`config.mk`:
```
export PLATFORM = sky130hd
export DESIGN_NAME = flash_lock_regs
export DESIGN_NICKNAME = d
export VERILOG_FILES = /design/src/rtl/flk_pkg.sv /design/src/rtl/flk_interlock.sv /design/src/rtl/flk_lock_bank.sv /design/src/rtl/flk_lock_combine.sv /design/src/rtl/flash_lock_regs.sv
export SDC_FILE = /design/constraint.sdc
export NUM_CORES = 1
export LEC_CHECK = 0
export ABC_AREA = 1
export BUFFER_PORTS_ARGS = -buffer_cell sky130_fd_sc_hd__buf_2
export CAP_MARGIN = 15
export CORE_MARGIN = 5
export CORE_UTILIZATION = 35
export DETAILED_ROUTE_END_ITERATION = 8
export PLACE_DENSITY = 0.74
export SLEW_MARGIN = 20
export SYNTH_ARGS = -nofsm -noshare
export SYNTH_HDL_FRONTEND = slang
export SYNTH_HIERARCHICAL = 1
export SYNTH_SLANG_ARGS = --single-unit
```
`constraint.sdc`:
```
create_clock -name clk -period 1.4 [get_ports clk]
set_clock_uncertainty 0.15 [all_clocks]
set_input_delay 0.14 -clock clk [delete_from_list [all_inputs] [get_ports clk]]
set_output_delay 0.14 -clock clk [all_outputs]
set_load 0.005 [all_outputs]
```
`src/rtl/flk_pkg.sv`:
```
package flk_pkg;
    localparam int unsigned ADDR_PRI = 0;
    localparam int unsigned ADDR_SEC = 1;

    typedef struct packed {
        logic busy;
    } ilk_state_t;
endpackage

```
`src/rtl/flk_interlock.sv`:
```
module flk_interlock
    import flk_pkg::*;
(
    input  logic clk,
    input  logic rst_n,
    input  logic arr_wr,
    input  logic op_done,
    output logic busy_o
);
    ilk_state_t st_d, st_q;

    always_comb begin
        st_d = st_q;
        if (arr_wr)
            st_d.busy = 1'b1;
        else if (op_done)
            st_d.busy = 1'b0;
    end

    always_ff @(posedge clk) begin
        if (!rst_n)
            st_q <= '0;
        else
            st_q <= st_d;
    end

    assign busy_o = st_q.busy;

    assert_ilk_set_R5: assert property (@(posedge clk) disable iff (!rst_n)
        arr_wr |=> busy_o)
        else $error("interlock not set after array write");

    assert_ilk_clear_R5: assert property (@(posedge clk) disable iff (!rst_n)
        (op_done && !arr_wr) |=> !busy_o)
        else $error("interlock not cleared after done");
endmodule

```
`src/rtl/flk_lock_bank.sv`:
```
module flk_lock_bank #(
    parameter int unsigned NSECT = 8,
    parameter logic [NSECT-1:0] PRESENT = '1
) (
    input  logic             clk,
    input  logic             rst_n,
    input  logic [NSECT-1:0] shadow,
    input  logic             wr_en,
    input  logic [NSECT-1:0] wr_bits,
    output logic [NSECT-1:0] bits_o
);
    localparam logic [NSECT-1:0] ABSENT = ~PRESENT;

    typedef struct packed {
        logic [NSECT-1:0] bits;
    } bank_t;

    bank_t st_d, st_q;

    always_comb begin
        st_d = st_q;
        if (wr_en)
            st_d.bits = wr_bits | ABSENT;
    end

    always_ff @(posedge clk) begin
        if (!rst_n)
            st_q.bits <= shadow | ABSENT;
        else
            st_q <= st_d;
    end

    assign bits_o = st_q.bits;

    assert_bank_hold_R4: assert property (@(posedge clk) disable iff (!rst_n)
        !wr_en |=> $stable(bits_o))
        else $error("lock bank changed without write");
endmodule

```
`src/rtl/flk_lock_combine.sv`:
```
module flk_lock_combine #(
    parameter int unsigned NSECT = 8,
    parameter logic [NSECT-1:0] PRESENT = '1
) (
    input  logic [NSECT-1:0] pri_i,
    input  logic [NSECT-1:0] sec_i,
    output logic [NSECT-1:0] lock_o
);
    for (genvar g = 0; g < NSECT; g++) begin : g_sect
        assign lock_o[g] = PRESENT[g] ? (pri_i[g] | sec_i[g]) : 1'b1;
    end

    always_comb begin
        assert_absent_locked_R9: assert (&(lock_o | PRESENT))
            else $error("absent sector shown unlocked");
    end
endmodule

```
`src/rtl/flash_lock_regs.sv`:
```
module flash_lock_regs
    import flk_pkg::*;
#(
    parameter int unsigned ADDR_W      = 2,
    parameter int unsigned DATA_W      = 32,
    parameter int unsigned LOW_FIELD_W = 16,
    parameter int unsigned LOW_SECT    = 6,
    parameter int unsigned MID_SECT    = 2,
    parameter int unsigned MID_LSB     = 16,
    parameter logic [LOW_SECT+MID_SECT-1:0] SECT_PRESENT = '1
) (
    input  logic                         clk,
    input  logic                         rst_n,
    input  logic [ADDR_W-1:0]            reg_addr,
    input  logic                         reg_wr,
    input  logic [DATA_W-1:0]            reg_wdata,
    output logic [DATA_W-1:0]            reg_rdata,
    input  logic                         lock_en,
    input  logic                         arr_wr,
    input  logic                         op_done,
    input  logic                         hv_susp,
    input  logic [LOW_SECT+MID_SECT-1:0] shadow_pri,
    input  logic [LOW_SECT+MID_SECT-1:0] shadow_sec,
    output logic [LOW_SECT+MID_SECT-1:0] sect_lock
);
    localparam int unsigned NSECT = LOW_SECT + MID_SECT;
    localparam logic [ADDR_W-1:0] A_PRI = ADDR_W'(ADDR_PRI);
    localparam logic [ADDR_W-1:0] A_SEC = ADDR_W'(ADDR_SEC);

    typedef struct packed {
        logic [DATA_W-1:0] rdata;
    } rd_t;

    rd_t rd_d, rd_q;

    logic             ilk_busy;
    logic             wr_ok;
    logic             pri_we;
    logic             sec_we;
    logic [NSECT-1:0] wr_bits;
    logic [NSECT-1:0] pri_bits;
    logic [NSECT-1:0] sec_bits;
    logic             wdata_unused;

    function automatic logic [DATA_W-1:0] pack_word(input logic [NSECT-1:0] b);
        logic [DATA_W-1:0] w;
        w = '0;
        for (int i = 0; i < LOW_SECT; i++)
            w[i] = b[i];
        for (int i = LOW_SECT; i < LOW_FIELD_W; i++)
            w[i] = 1'b1;
        for (int j = 0; j < MID_SECT; j++)
            w[MID_LSB+j] = b[LOW_SECT+j];
        return w;
    endfunction

    // sector-ordered write vector from the two fields of the bus word
    for (genvar g = 0; g < LOW_SECT; g++) begin : g_low
        assign wr_bits[g] = reg_wdata[g];
    end
    for (genvar g = 0; g < MID_SECT; g++) begin : g_mid
        assign wr_bits[LOW_SECT+g] = reg_wdata[MID_LSB+g];
    end
    assign wdata_unused = ^reg_wdata;

    flk_interlock u_ilk (
        .clk     (clk),
        .rst_n   (rst_n),
        .arr_wr  (arr_wr),
        .op_done (op_done),
        .busy_o  (ilk_busy)
    );

    assign wr_ok  = reg_wr && lock_en && !hv_susp && !ilk_busy && !arr_wr;
    assign pri_we = wr_ok && (reg_addr == A_PRI);
    assign sec_we = wr_ok && (reg_addr == A_SEC);

    flk_lock_bank #(.NSECT(NSECT), .PRESENT(SECT_PRESENT)) u_pri (
        .clk     (clk),
        .rst_n   (rst_n),
        .shadow  (shadow_pri),
        .wr_en   (pri_we),
        .wr_bits (wr_bits),
        .bits_o  (pri_bits)
    );

    flk_lock_bank #(.NSECT(NSECT), .PRESENT(SECT_PRESENT)) u_sec (
        .clk     (clk),
        .rst_n   (rst_n),
        .shadow  (shadow_sec),
        .wr_en   (sec_we),
        .wr_bits (wr_bits),
        .bits_o  (sec_bits)
    );

    flk_lock_combine #(.NSECT(NSECT), .PRESENT(SECT_PRESENT)) u_comb (
        .pri_i  (pri_bits),
        .sec_i  (sec_bits),
        .lock_o (sect_lock)
    );

    always_comb begin
        rd_d = rd_q;
        if (reg_addr == A_PRI)
            rd_d.rdata = pack_word(pri_bits);
        else if (reg_addr == A_SEC)
            rd_d.rdata = pack_word(sec_bits);
        else
            rd_d.rdata = '0;
    end

    always_ff @(posedge clk) begin
        if (!rst_n)
            rd_q <= '0;
        else
            rd_q <= rd_d;
    end

    assign reg_rdata = rd_q.rdata;

    assert_busy_block_R5: assert property (@(posedge clk) disable iff (!rst_n)
        (reg_wr && ilk_busy) |=> ($stable(pri_bits) && $stable(sec_bits)))
        else $error("write accepted during interlock");

    assert_susp_block_R6: assert property (@(posedge clk) disable iff (!rst_n)
        (reg_wr && hv_susp) |=> ($stable(pri_bits) && $stable(sec_bits)))
        else $error("write accepted while suspended");

    assert_enable_block_R7: assert property (@(posedge clk) disable iff (!rst_n)
        (reg_wr && !lock_en) |=> ($stable(pri_bits) && $stable(sec_bits)))
        else $error("write accepted with lock enable low");

    assert_lock_stable_R4: assert property (@(posedge clk) disable iff (!rst_n)
        (!pri_we && !sec_we) |=> $stable(sect_lock))
        else $error("lock output moved without write");

    assert_pad_ones_R3: assert property (@(posedge clk) disable iff (!rst_n)
        ((reg_addr == A_PRI) || (reg_addr == A_SEC)) |=> (&reg_rdata[LOW_FIELD_W-1:LOW_SECT]))
        else $error("padding bits not read as one");
endmodule

```
---- Word level (Yosys, flattened, before mapping) ----
Index checks and enable logic that the tools add are counted.
W data, S select, Z words.
word-level totals
  register bits after elaboration ......... 49
operators by class
  muxes and demuxes ....................... 8
  equal/unequal tests ..................... 3
  bitwise operators ....................... 9
  reduce and logical (&&, ||, !) cells .... 12
operators with widths
  kind                  count
  $mux W18              2
  $mux W8               4
  $or A1 B1 Y1          8
  $logic_and A1 B1 Y1   6
  $ne A2 B1 Y1 const B  2
  $logic_not A1 Y1      3
  $eq A2 B1 Y1 const B  1
  $logic_not A2 Y1      1
  $mux W1               2
  $reduce_bool A2 Y1    1
  $reduce_or A2 Y1      1
  $not A1 Y1            1

---- Logic depth before layout (Yosys ltp) ----
  word-level depth ........................ 7
  depth in mapped cells ................... 6
  gate-level depth less buffers ........... 6

---- Hierarchy ----
Netlist, hierarchy kept.
modules (own cells, without submodules)
  module            instances  area an instance (sq um)  cells an instance  sequential area each (sq um)
  flk_lock_bank     2          352.8                     36                 240.2
  flash_lock_regs   1          539.3                     70                 180.2
  flk_lock_combine  1          90.1                      24                 0.0
  flk_interlock     1          43.8                      6                  20.0

---- Least setup slack after synthesis ----
No wires, ideal clock.
  kind .................................... register -> register
  start ................................... register u_ilk.st_q, in the netlist u_ilk/busy_o
  end ..................................... register u_sec.st_q, in the netlist u_sec/bits_o[0], enable pin
  path slack .............................. 0.178 ns
  arrival time ............................ 0.743 ns
  cell stages (with the launch flop) ...... 6
  clock period less this slack ............ 1.222 ns
  cell sequence ........................... dfxtp_1 nor2_1 nand2_1 nor2_1 inv_1 nand2_1
on the way
  longest elaborated chain between the ends .. 5
RTL lines
  element                            line                   RTL
  start: declaration                 flk_interlock.sv:10    ilk_state_t st_d, st_q;
  start signal: assignment           flk_interlock.sv:24    st_q <= st_d;
  $logic_not A1 Y1                   flash_lock_regs.sv:74  assign wr_ok = reg_wr && lock_en && !hv_susp && !ilk_busy && !arr_wr;
  $logic_and A1 B1 Y1 (2 in series)  flash_lock_regs.sv:74
  $logic_and A1 B1 Y1                flash_lock_regs.sv:76  assign sec_we = wr_ok && (reg_addr == A_SEC);
  net sec_we                         flash_lock_regs.sv:39  logic sec_we;
  $ne A2 B1 Y1 (no source line)      -
  end signal: assignment             flk_lock_bank.sv:30    st_q <= st_d;
  end: declaration                   flk_lock_bank.sv:18    bank_t st_d, st_q;
The timed path passes the listed nets, and every way through them passes these cells.
A chain may end at the register's enable or synchronous reset.

---- Worst setup path in the final report ----
  start ................................... register u_ilk.st_q, in the netlist u_ilk/busy_o
  end ..................................... register u_sec.st_q, in the netlist u_sec/bits_o[2], enable pin
Same word-level chain as after synthesis.

==> impl_metrics.yaml <==
status:
  status: "complete, but fails checks"
  violations: "hold timing"
clocking:
  root_buffer: "clkbuf_8"
  clock_latency_ns: 0.26
  htree_num_levels: 1
  cts_buffers: 3
  cts_tree: "done"
  cts_sinks: 26
  clk_pin_slew_ns: 0.08
  clockBufferDepth: 2
  postCtsSetupBuffers: 0
timing:
  maxSlewViolCount: 0
  fmax_mhz: 808.4
  rsz0062_at_grt: "no"
  setup_viol: 0
  finalCriticalPeriod_ns: 1.237
  hold_viol: 1
  tns_ns: 0
  post-route-period-util: 0.8835
  whs_ns: -0.001264
  finalWorstSetupSlack_ns: 0.1630
final_layout:
  drive_gt1_frac: 0.2975
  fillers: 397
  layout_commonest_cell: "nand2_1"
  final_core_util: 0.4866
  seq_area_um2: 680.7
  final_cell_mix: "nand2_1, buf_2, inv_1"
  num-nets-final: 300
  multi_input_area_um2: 447.9
  insertedDiodeCount: 0
  area_growth_pct: 32.12
logic_synthesis:
  ys_types: 14
  synth_top_area_frac: 0.3485
  yosys.area.top_type: "edfxtp_1"
  yosysSeqAreaShare: 0.4936
  avgSynthCellArea_um2: 8.016
  synth.ff_latch_count: 26
  netlist_area_um2: 1379
  synth_warnings: 6
  synth_area_leaders: "edfxtp_1, nand2_1, dfxtp_1"
  syn_inst: 172
detailed_routing:
  avgViaCountPerCell: 3.986
  drtIter0Drc: 34
  drc_errors: 0
  num_vias: 1156
  drt-wirelength-per-cell_um: 10.06
  drt_pass1_iterations: 4
  drtAntennaViolNets: 0
  wl_um: 2918
power:
  combinationalPowerShare: 0.176
  power_density_nw_per_um2: 866.9
  intPower_uw: 1200
  switchingPower_uw: 379.3
  p_leak_uw: 0.0009805
  switching_share: 0.2401
  ir_worst_vdd_uv: 316.5
  clkPwrFrac: 0.261
  pwr-share-seq: 0.563
critical_path:
  regToRegEndpoint: "u_sec/bits_o[2]"
  start_kind: "flip-flop"
  rrSetupSlack_ns: 0.16
  crit_type: "flip-flop to flip-flop"
  startpoint: "u_ilk/busy_o"
  cp.arrival_ns: 1.05
  critPathCaptureType: "flip-flop"
  r2r_cells: 5
  cp.required_ns: 1.22
  r2r_start: "u_ilk/busy_o"
  cp_max_fo: 8
global_route:
  grtUsageTotal: 0.1196
  grt_overflow_total: 0
  grt_pass1_wl_um: 4947
  antenna_found_initial: 0
  grt_max_degree: 15
  grt_pass1_vias: 1141
placement:
  port_buffers: 58
  place_ws_ns: 0.05072
  gp_congestion: 0.6822
  dp_hpwl_um: 2293
worst_hold_path:
  hold_end: "u_pri/bits_o[3]"
  min-delay-start: "shadow_pri[3]"
  holdCritPathClass: "input pin to flip-flop"
  hold_depth: 3
die:
  die-area_um2: 5295
  start_util: 0.3683
  io_pins: 97
  die_x_um: 72.77
  core_um2: 3744
  die_h_um: 72.77
  row_count: 22
flow_run:
  maxCapViolCount: 0
area by class of cell:
class                           count  area share
Clock buffer                        3     0.02266
Sequential cell                    26      0.3736
Clock inverter                      1    0.002060
Multi-Input combinational cell    107      0.2459
Tap cell                           48     0.03297
Timing Repair Buffer               79      0.2692
Inverter                           26     0.05357
cell families (layout without fill, tap and decap cells):
family	count (synthesis)	count (layout)	synth area share
flops	26	26	0.4936
compound gates	9	9	0.03539
simple gates	84	84	0.2477
other cells	1	14	0.002720
buf+inv	52	109	0.2205
metal layers:
layer,track usage,routed length [µm],up-vias
met5,0,0,-
met4,0.07377,72,0
met3,0.01653,202,6
met2,0.2084,1503,46
met1,0.1370,1140,481
li1,-,-,623
Yosys cell counts (all sizes together):
cell type and count:
inv 25, a21oi 9, buf 26, conb 1, nor2 6, dfxtp 10, nand3 8, clkinv 1
edfxtp 16, nand2 70
critical path, cell delays in order (launching register included):
cell and delay [ns]:
dfxtp_1 0.32, nor2_1 0.09, nand2_1 0.07, nor2_1 0.09, inv_1 0.06, nand2_2 0.16
registers in the layout, summed over array words and instances, names as in the netlist:
signal        flops
reg_rdata         9
u_pri/bits_o      8
u_ilk/busy_o      1
u_sec/bits_o      8
timing repair:
action,CTS,global route
setup endpoints to repair,0,16
hold buffers,17,0
endpoints found under the hold margin,15,0
gates resized for setup,0,2
power by group through the flow:
stage	Combinational, µW	Clock, µW	Sequential, µW
after floorplan	171	0	905
after global placement	236	0	905
after detailed placement	241	0	908
after CTS	278	424	890
after global routing	320	449	896
final	278	412	889
worst max-delay path by stage:
stage / end / slack (ns)
2_1_floorplan: u_sec/bits_o[0] / 0.18
5_1_grt: u_sec/bits_o[3] / 0.07
3_5_place_dp: u_sec/bits_o[2] / 0.05
4_1_cts: u_sec/bits_o[2] / 0.04
3_3_place_gp: u_pri/bits_o[5] / 0.07
6_report: u_sec/bits_o[2] / 0.16
stage by stage:
stage	power (µW)	area, µm²	hold WS, ns	instances
2_1_floorplan	1076	1428	0.06238	185
3_3_place_gp	1141	1602	0.2508	269
3_5_place_dp	1148	1602	0.2506	269
4_1_cts	1592	1817	0.0001922	290
5_1_grt	1665	1822	0.01940	290
6_report	1579	1822	-0.001264	290
Note: power is estimated with default switching activity, not from simulation.
